### src/rtl/clw_pkg.sv
package clw_pkg;

    localparam int MAX_RATIO = 16;
    localparam int PH_W      = $clog2(MAX_RATIO);

    typedef enum logic [1:0] {
        ST_IDLE  = 2'd0,
        ST_SEND  = 2'd1,
        ST_TRAIN = 2'd2
    } clw_state_e;

    function automatic logic [PH_W:0] clw_ratio(input logic [1:0] code);
        logic [PH_W:0] r;
        unique case (code)
            2'd0:    r = (PH_W+1)'(4);
            2'd1:    r = (PH_W+1)'(8);
            default: r = (PH_W+1)'(16);
        endcase
        return r;
    endfunction

endpackage

### src/rtl/clw_xing_phase.sv
module clw_xing_phase
    import clw_pkg::*;
(
    input  logic       clk_i,
    input  logic       rst_ni,
    input  logic [1:0] rate_sel_i,
    output logic       wrap_o,
    output logic       xing_clk_o
);
    logic [PH_W-1:0] phase_q;
    logic [1:0]      rate_q;
    logic [PH_W:0]   ratio;

    assign ratio      = clw_ratio(rate_q);
    assign wrap_o     = ({1'b0, phase_q} == (ratio - 1'b1));
    assign xing_clk_o = ({1'b0, phase_q} < (ratio >> 1));

    always_ff @(posedge clk_i or negedge rst_ni) begin
        if (!rst_ni) begin
            phase_q <= '0;
            rate_q  <= 2'd2;
        end else if (wrap_o) begin
            phase_q <= '0;
            rate_q  <= rate_sel_i;
        end else begin
            phase_q <= phase_q + 1'b1;
        end
    end
endmodule

### src/rtl/clw_shifter.sv
module clw_shifter #(
    parameter int WORD_W = 16
) (
    input  logic              clk_i,
    input  logic              rst_ni,
    input  logic              load_i,
    input  logic              shift_i,
    input  logic [WORD_W-1:0] din_i,
    output logic              msb_o,
    output logic              last_o
);
    localparam int CNT_W = $clog2(WORD_W);

    logic [WORD_W-1:0] sh_q;
    logic [CNT_W-1:0]  cnt_q;

    assign msb_o  = sh_q[WORD_W-1];
    assign last_o = (cnt_q == '0);

    always_ff @(posedge clk_i or negedge rst_ni) begin
        if (!rst_ni) begin
            sh_q  <= '1;
            cnt_q <= '0;
        end else if (load_i) begin
            sh_q  <= din_i;
            cnt_q <= CNT_W'(WORD_W - 1);
        end else if (shift_i) begin
            sh_q  <= {sh_q[WORD_W-2:0], 1'b1};
            if (cnt_q != '0) cnt_q <= cnt_q - 1'b1;
        end
    end
endmodule

### src/rtl/clw_fsm.sv
module clw_fsm
    import clw_pkg::*;
(
    input  logic       clk_i,
    input  logic       rst_ni,
    input  logic       wrap_i,
    input  logic       valid_i,
    input  logic       train_i,
    input  logic       last_i,
    output clw_state_e state_o,
    output logic       load_o,
    output logic       shift_o,
    output logic       ready_o
);
    clw_state_e state_q, state_d;

    always_ff @(posedge clk_i or negedge rst_ni) begin
        if (!rst_ni) state_q <= ST_IDLE;
        else         state_q <= state_d;
    end

    always_comb begin
        state_d = state_q;
        load_o  = 1'b0;
        shift_o = 1'b0;
        ready_o = 1'b0;
        unique case (state_q)
            ST_IDLE: begin
                ready_o = 1'b1;
                if (wrap_i) begin
                    if (train_i) begin
                        state_d = ST_TRAIN;
                    end else if (valid_i) begin
                        load_o  = 1'b1;
                        state_d = ST_SEND;
                    end
                end
            end
            ST_SEND: begin
                shift_o = 1'b1;
                if (last_i) begin
                    ready_o = 1'b1;
                    if (wrap_i && train_i) begin
                        state_d = ST_TRAIN;
                    end else if (wrap_i && valid_i) begin
                        load_o  = 1'b1;
                        state_d = ST_SEND;
                    end else begin
                        state_d = ST_IDLE;
                    end
                end
            end
            ST_TRAIN: begin
                if (wrap_i && !train_i) state_d = ST_IDLE;
            end
            default: state_d = ST_IDLE;
        endcase
    end

    assign state_o = state_q;
endmodule

### src/rtl/clw_serializer.sv
module clw_serializer
    import clw_pkg::*;
#(
    parameter int WORD_W = 16
) (
    input  logic              clk_i,
    input  logic              rst_ni,
    input  logic [1:0]        rate_sel_i,
    input  logic              train_en_i,
    input  logic [WORD_W-1:0] word_i,
    input  logic              word_valid_i,
    output logic              ready_o,
    output logic              xing_clk_o,
    output logic              sdo_o
);
    logic       wrap_w;
    logic       xclk_w;
    logic       load_w;
    logic       shift_w;
    logic       msb_w;
    logic       last_w;
    clw_state_e state_w;

    clw_xing_phase u_phase (
        .clk_i      (clk_i),
        .rst_ni     (rst_ni),
        .rate_sel_i (rate_sel_i),
        .wrap_o     (wrap_w),
        .xing_clk_o (xclk_w)
    );

    clw_shifter #(.WORD_W(WORD_W)) u_shift (
        .clk_i   (clk_i),
        .rst_ni  (rst_ni),
        .load_i  (load_w),
        .shift_i (shift_w),
        .din_i   (word_i),
        .msb_o   (msb_w),
        .last_o  (last_w)
    );

    clw_fsm u_fsm (
        .clk_i   (clk_i),
        .rst_ni  (rst_ni),
        .wrap_i  (wrap_w),
        .valid_i (word_valid_i),
        .train_i (train_en_i),
        .last_i  (last_w),
        .state_o (state_w),
        .load_o  (load_w),
        .shift_o (shift_w),
        .ready_o (ready_o)
    );

    always_comb begin
        unique case (state_w)
            ST_SEND:  sdo_o = msb_w;
            ST_TRAIN: sdo_o = xclk_w;
            default:  sdo_o = 1'b1;
        endcase
    end

    assign xing_clk_o = xclk_w;
endmodule

### config.mk
export PLATFORM = sky130hd
export DESIGN_NAME = clw_serializer
export DESIGN_NICKNAME = d
export VERILOG_FILES = /design/src/rtl/clw_pkg.sv /design/src/rtl/clw_xing_phase.sv /design/src/rtl/clw_shifter.sv /design/src/rtl/clw_fsm.sv /design/src/rtl/clw_serializer.sv
export SDC_FILE = /design/constraint.sdc
export NUM_CORES = 1
export LEC_CHECK = 0
export BUFFER_PORTS_ARGS = -buffer_cell sky130_fd_sc_hd__buf_2
export CORE_UTILIZATION = 25
export DETAILED_ROUTE_END_ITERATION = 10
export HOLD_SLACK_MARGIN = 0.1
export SYNTH_ARGS = -nofsm -noshare
export SYNTH_HDL_FRONTEND = slang
export SYNTH_SLANG_ARGS = --single-unit
### constraint.sdc
create_clock -name clk_i -period 3.19 [get_ports clk_i]
set_clock_uncertainty 0.05 [all_clocks]
set_input_delay 0.638 -clock clk_i [delete_from_list [all_inputs] [get_ports clk_i]]
set_output_delay 0.638 -clock clk_i [all_outputs]
set_load 0.1 [all_outputs]
======== Word-level counts from Yosys, hierarchy flattened ========
Index checks and enable logic that the tools add are counted.
Widths: inputs -> output; s select.
storage, ports and cells
  word-level logic and storage cells ...... 55
  output and inout bits ................... 3
  flip-flop bits (word level) ............. 28
  bits of input ports ..................... 22
cells by class
  eq/ne operators ......................... 8
  muxes and demuxes ....................... 26
  reduce and logical (&&, ||, !) cells .... 12
  magnitude comparators ................... 1
  add/sub/neg operators ................... 3
operators by type and width
  kind                 number
  $mux 16              2
  $mux 4               4
  $mux 2               6
  $pmux 5 s2           1
  $mux 1               9
  $pmux 1 s2           3
  $pmux 2 s3           1
  $eq 4x5->1           1
  $sub 5x1->5 const B  1
  $add 4x1->4 const B  1
  $eq 2x1->1 const B   2
  $logic_not 2->1      2
  $logic_not 4->1      1
  $lt 4x4->1           1
  $ne 2x1->1 const B   2
  $reduce_and 4->1     1
  $reduce_bool 2->1    2
  $reduce_bool 4->1    1
  $sub 4x1->4 const B  1
  $logic_and 1x1->1    3
  $ne 3x3->1 const B   1
  $eq 2x2->1 const B   1
  $ne 2x2->1 const B   1
  $reduce_and 2->1     1
  $logic_not 1->1      1

======== Depth between registers and ports, before layout ========
  depth in word-level cells ............... 11
  mapped depth ............................ 9
  depth with buffers taken out ............ 8

======== Hierarchy ========
From an unflattened synthesis, not the netlist that was laid out.
unflattened totals
  cell total of the unflattened synthesis .. 143
  area total of the unflattened synthesis .. 1446.4 um^2
by module, submodules not included
  module          cells an instance  instances  area an instance (um^2)  sequential area each (um^2)
  clw_shifter     91                 1          959.7                    520.5
  clw_xing_phase  34                 1          332.8                    151.4
  clw_fsm         13                 1          111.4                    50.0
  clw_serializer  5                  1          42.5                     0.0

======== Least setup slack after synthesis ========
OpenSTA, ideal clock, no wires.
  path kind ............................... reg2out
  from .................................... register u_phase.rate_q[1]
  to ...................................... output sdo_o
  cell stages (with the launch flop) ...... 9
  slack ................................... -1.012 ns
  path buffers ............................ 0
  arrival time ............................ 3.514 ns
  path through ............................ dfstp_2 -> inv_1 -> nand2_1 -> ha_1 -> o31ai_1 -> nand2b_1 -> a21oi_1 -> nand2_1 -> nand3_1
on the way
  cells in the longest elaborated chain, start to end .. 4
  elaborated cells on any way between the ends .. 5
  classes of those cells .................. 1 x order compare; 1 x eq/ne; 2 x mux; 1 x reduce/logical
RTL lines
  item                                           line                  RTL
  start: declaration                             clw_xing_phase.sv:11  logic [1:0] rate_q;
  start signal: assignment                       clw_xing_phase.sv:24  rate_q <= rate_sel_i;
  $eq 2x1->1 or $logic_not 2->1 (tied branches)  clw_pkg.sv:14         unique case (code)
  $pmux 5 s2 (*)                                 clw_pkg.sv:14
  $lt 4x4->1 (*)                                 clw_xing_phase.sv:16  assign xing_clk_o = ({1'b0, phase_q} < (ratio >> 1));
  named net xing_clk_o                           clw_serializer.sv:13  output logic xing_clk_o,
  $pmux 1 s2 (*)                                 clw_serializer.sv:56  unique case (state_w)
  end: declaration                               clw_serializer.sv:14  output logic sdo_o
Mark *: on every way through the listed nets, which the timed path passes. The rest lies on a longest branch.

======== Worst setup path after layout ========
  from .................................... register u_phase.rate_q[1]
  to ...................................... output sdo_o
on the way
  cells in the longest elaborated chain, start to end .. 4
  elaborated cells on any way between the ends .. 5
  classes of those cells .................. 1 x order compare; 1 x eq/ne; 2 x mux; 1 x reduce/logical
RTL lines
  item                                           line
  $eq 2x1->1 or $logic_not 2->1 (tied branches)  clw_pkg.sv:14
  $pmux 5 s2 (*)                                 clw_pkg.sv:14
  $lt 4x4->1 (*)                                 clw_xing_phase.sv:16
  $pmux 1 s2 (*)                                 clw_serializer.sv:56
Mark *: on every way between the ends. The rest lies on a longest branch, timed or not.

==> impl_metrics.py <==
metrics = {
    "final_layout": {
        "layout_commonest_cell": "buf_2",
        "nFillCells": 639,
        "utilization_pct": 31.1,
        "layout-drive-gt1-share_pct": 42.5,
        "insertedDiodeCount": 0,
        "nets": 191,
        "fin_cells": 235,
        "area_growth_pct": 18.2,
        "mostFrequentLayoutCells": "buf_2, dfstp_2, mux2_1, mux2_2, dfrtp_1",
    },
    "place": {
        "dp.cells": 231,
        "port_buffers": 24,
        "dp_hpwl_um": 1930,
        "globalplace.congestion": 0.743,
    },
    "routing": {
        "postRouteAntennaNets": 0,
        "via_per_inst": 4.48,
        "firstDrtPassIters": 4,
        "drc": 0,
        "drt-total-wl_um": 2760,
        "post_drt_wl_per_cell_um": 11.7,
        "vias": 1053,
        "drt_iter0_drc": 20,
    },
    "power_and_ir_drop": {
        "p_leak_nw": 0.744,
        "cellPowerDensity_mw_per_mm2": 1030,
        "power.total_mw": 1.94,
        "ir_worst_vdd_mv": 0.943,
    },
    "timing": {
        "rsz0062_at_grt": "false",
        "tightest_slew_ps": 675,
        "relSlewSlack_pct": 54.6,
        "finalSetupViolCount": 0,
        "period_needed_ps": 2860,
        "min_period_over_period_pct": 89.8,
        "finalHoldViolations": 0,
        "tns_ps": 0,
        "drv_slew": 0,
        "max_freq_mhz": 349,
    },
    "floorplan": {
        "die-area_mm2": 0.00667,
        "die_height_um": 81.7,
        "core_area_mm2": 0.00603,
        "std_cell_rows": 28,
        "initial_core_util_pct": 26.3,
        "top_level_ports": 25,
        "die_w_um": 81.7,
    },
    "yosys": {
        "syn_area_per_cell_um2": 11.8,
        "yosysWarnings": 0,
        "synth_nets": 164,
        "synthDistinctLibCells": 35,
        "synthCells": 134,
        "syn-cell-area_mm2": 0.00159,
        "yosysSeqAreaShare_pct": 45.5,
        "ys_seq_elements": 28,
    },
    "clock_network": {
        "htreeDepth": 1,
        "cts_buffer_depth": 2,
        "root_buffer": "clkbuf_8",
        "ctsResizeCount": 0,
        "clkLatencyLatePin_ps": 270,
        "cts_tree": "done",
        "hold_buffers": 0,
        "cts.clk_slew.worst_paths_ps": 100,
        "cts.sinks": 28,
        "cts_buffers": 3,
        "postCtsSetupRepairBufs": 0,
    },
    "global_route": {
        "antenna_found_initial": 0,
        "grt_usage_pct": 9.54,
        "grt-ovfl-total": 0,
        "grt_max_degree": 29,
        "first_global_vias": 1032,
        "grt_pass1_wl_um": 4840,
    },
    "setup_path": {
        "cp_slowest_stage_delay_ps": 590,
        "critical_path_class": "reg2out",
        "crit_required_ps": 2500,
        "cp.arrival_ps": 2180,
        "path_cells": "inv_1 -> nand2_1 -> ha_1 -> o31ai_1 -> nand2b_1 -> a21oi_4 -> nand2_1 -> nand3_2 -> buf_2",
        "setup.worst_path.start_class": "flip-flop",
        "path_common_cell": "nand2_1",
        "critPathMaxFanout": 6,
        "end_kind": "primary output",
        "slowest_stage": "dfstp_2",
    },
    "hold_path": {
        "min_path_type": "in2async",
    },
    "job": {
        "max-cap-violations": 0,
    },
    "run_status": {
        "status": "completed",
    },
}
-- logic make-up (layout without fill, tap and decap cells) --
group | Yosys count | count (layout) | synth area share, %
multiplexers | 32 | 32 | 22.6
flip-flops | 28 | 28 | 45.5
AND/OR/NAND/NOR | 27 | 27 | 8.75
AO/OA/AOI/OAI | 19 | 19 | 9.54
buffers and inverters | 14 | 40 | 4.02
adder cells (fa/ha/maj) | 8 | 8 | 6.30
XOR/XNOR | 6 | 6 | 3.31
-- state kept, by name, indices dropped and copies added (netlist names) --
name,count
u_fsm.state_o,2
u_phase.phase_q,4
u_phase.rate_q,2
u_shift.cnt_q,4
u_shift.sh_q,16
-- where the power goes --
part	total (mW)	switching, mW	internal (mW)
Sequential	0.626	0.0938	0.533
Combinational	1.07	0.656	0.409
Clock	0.250	0.114	0.137
Total	1.94	0.864	1.08
-- critical path: cells and delay by family, from the launching register on --
| kind | cells | cell delay, ps |
|---|---|---|
| compound gates | 2 | 230 |
| fa+ha+maj | 1 | 230 |
| buf+inv | 2 | 500 |
| flops | 1 | 590 |
| simple gates | 4 | 360 |
-- per-stage QoR --
| step | instance area, um2 | setup WS [ps] | hold WS (ps) |
|---|---|---|---|
| 5_1_grt | 1880 | 185 | 378 |
| 4_1_cts | 1880 | 310 | 342 |
| 6_report | 1880 | 325 | 331 |
| 2_1_floorplan | 1600 | 243 | 292 |
| 3_5_place_dp | 1810 | 632 | 409 |
| 3_3_place_gp | 1810 | 669 | 400 |
-- synthesized netlist by cell type --
library cell	instances	area share (%)
mux2_1	16	11
a2111oi_4	1	1.7
nor2_1	7	1.7
a211oi_1	1	0.47
xor2_1	2	1.1
o21a_1	1	0.47
a21bo_2	1	0.63
a211o_1	1	0.55
a31oi_1	4	1.6
clkbuf_1	2	0.47
or2_1	1	0.39
nand3_1	3	0.95
dfrtp_1	11	17
a21o_1	1	0.47
or3_1	1	0.39
xnor2_1	4	2.2
buf_4	3	1.4
inv_1	9	2.1
o32ai_1	1	0.55
a21boi_0	1	0.47
or2_2	1	0.39
o21ai_0	1	0.31
nand2b_1	5	2.0
nor2b_1	1	0.39
a21oi_1	2	0.63
dfstp_2	17	28
mux2_2	15	11
and4bb_1	1	0.79
nand2_1	6	1.4
nor4_1	1	0.39
o2111ai_1	1	0.55
o21ai_1	2	0.63
o31ai_1	1	0.47
mux2i_1	1	0.63
ha_1	8	6.3
-- path summary, 6_finish.rpt --
path                       cells past startpoint  slack, ps                            end                     startpoint
setup / recovery                               9        330                          sdo_o  u_phase.rate_q[1]$_DFFE_PN1N_
hold / removal                                 1        330  u_phase.rate_q[0]$_DFFE_PN0N_                         rst_ni
setup reg to reg                               7        780    u_shift.sh_q[2]$_DFFE_PN1P_  u_phase.rate_q[0]$_DFFE_PN0N_
hold reg to reg                                1        420   u_phase.phase_q[0]$_DFF_PN0_   u_phase.phase_q[0]$_DFF_PN0_
max in group asynchronous                      1       2340   u_fsm.state_o[0]$_DFFE_PN0P_                         rst_ni
min in group clk_i                             1        420   u_phase.phase_q[0]$_DFF_PN0_   u_phase.phase_q[0]$_DFF_PN0_
-- routing by layer --
metal | up-vias | track usage (%) | share of wire [%]
met2 | 26 | 15.0 | 43
met3 | 2 | 3.11 | 5.8
met5 | - | 0 | 0
met4 | 0 | 1.58 | 0.62
met1 | 498 | 12.9 | 51
li1 | 527 | - | -
-- layout make-up --
class | count | area [um2] | share of cell area [%]
inverters | 9 | 33.8 | 1.80
multi-input cells | 92 | 818 | 43.6
well taps | 75 | 93.8 | 5.00
flip-flops and latches | 28 | 722 | 38.5
repair buffers | 27 | 143 | 7.60
clock buffers | 4 | 66.3 | 3.53
(Power assumes the default switching activity.)
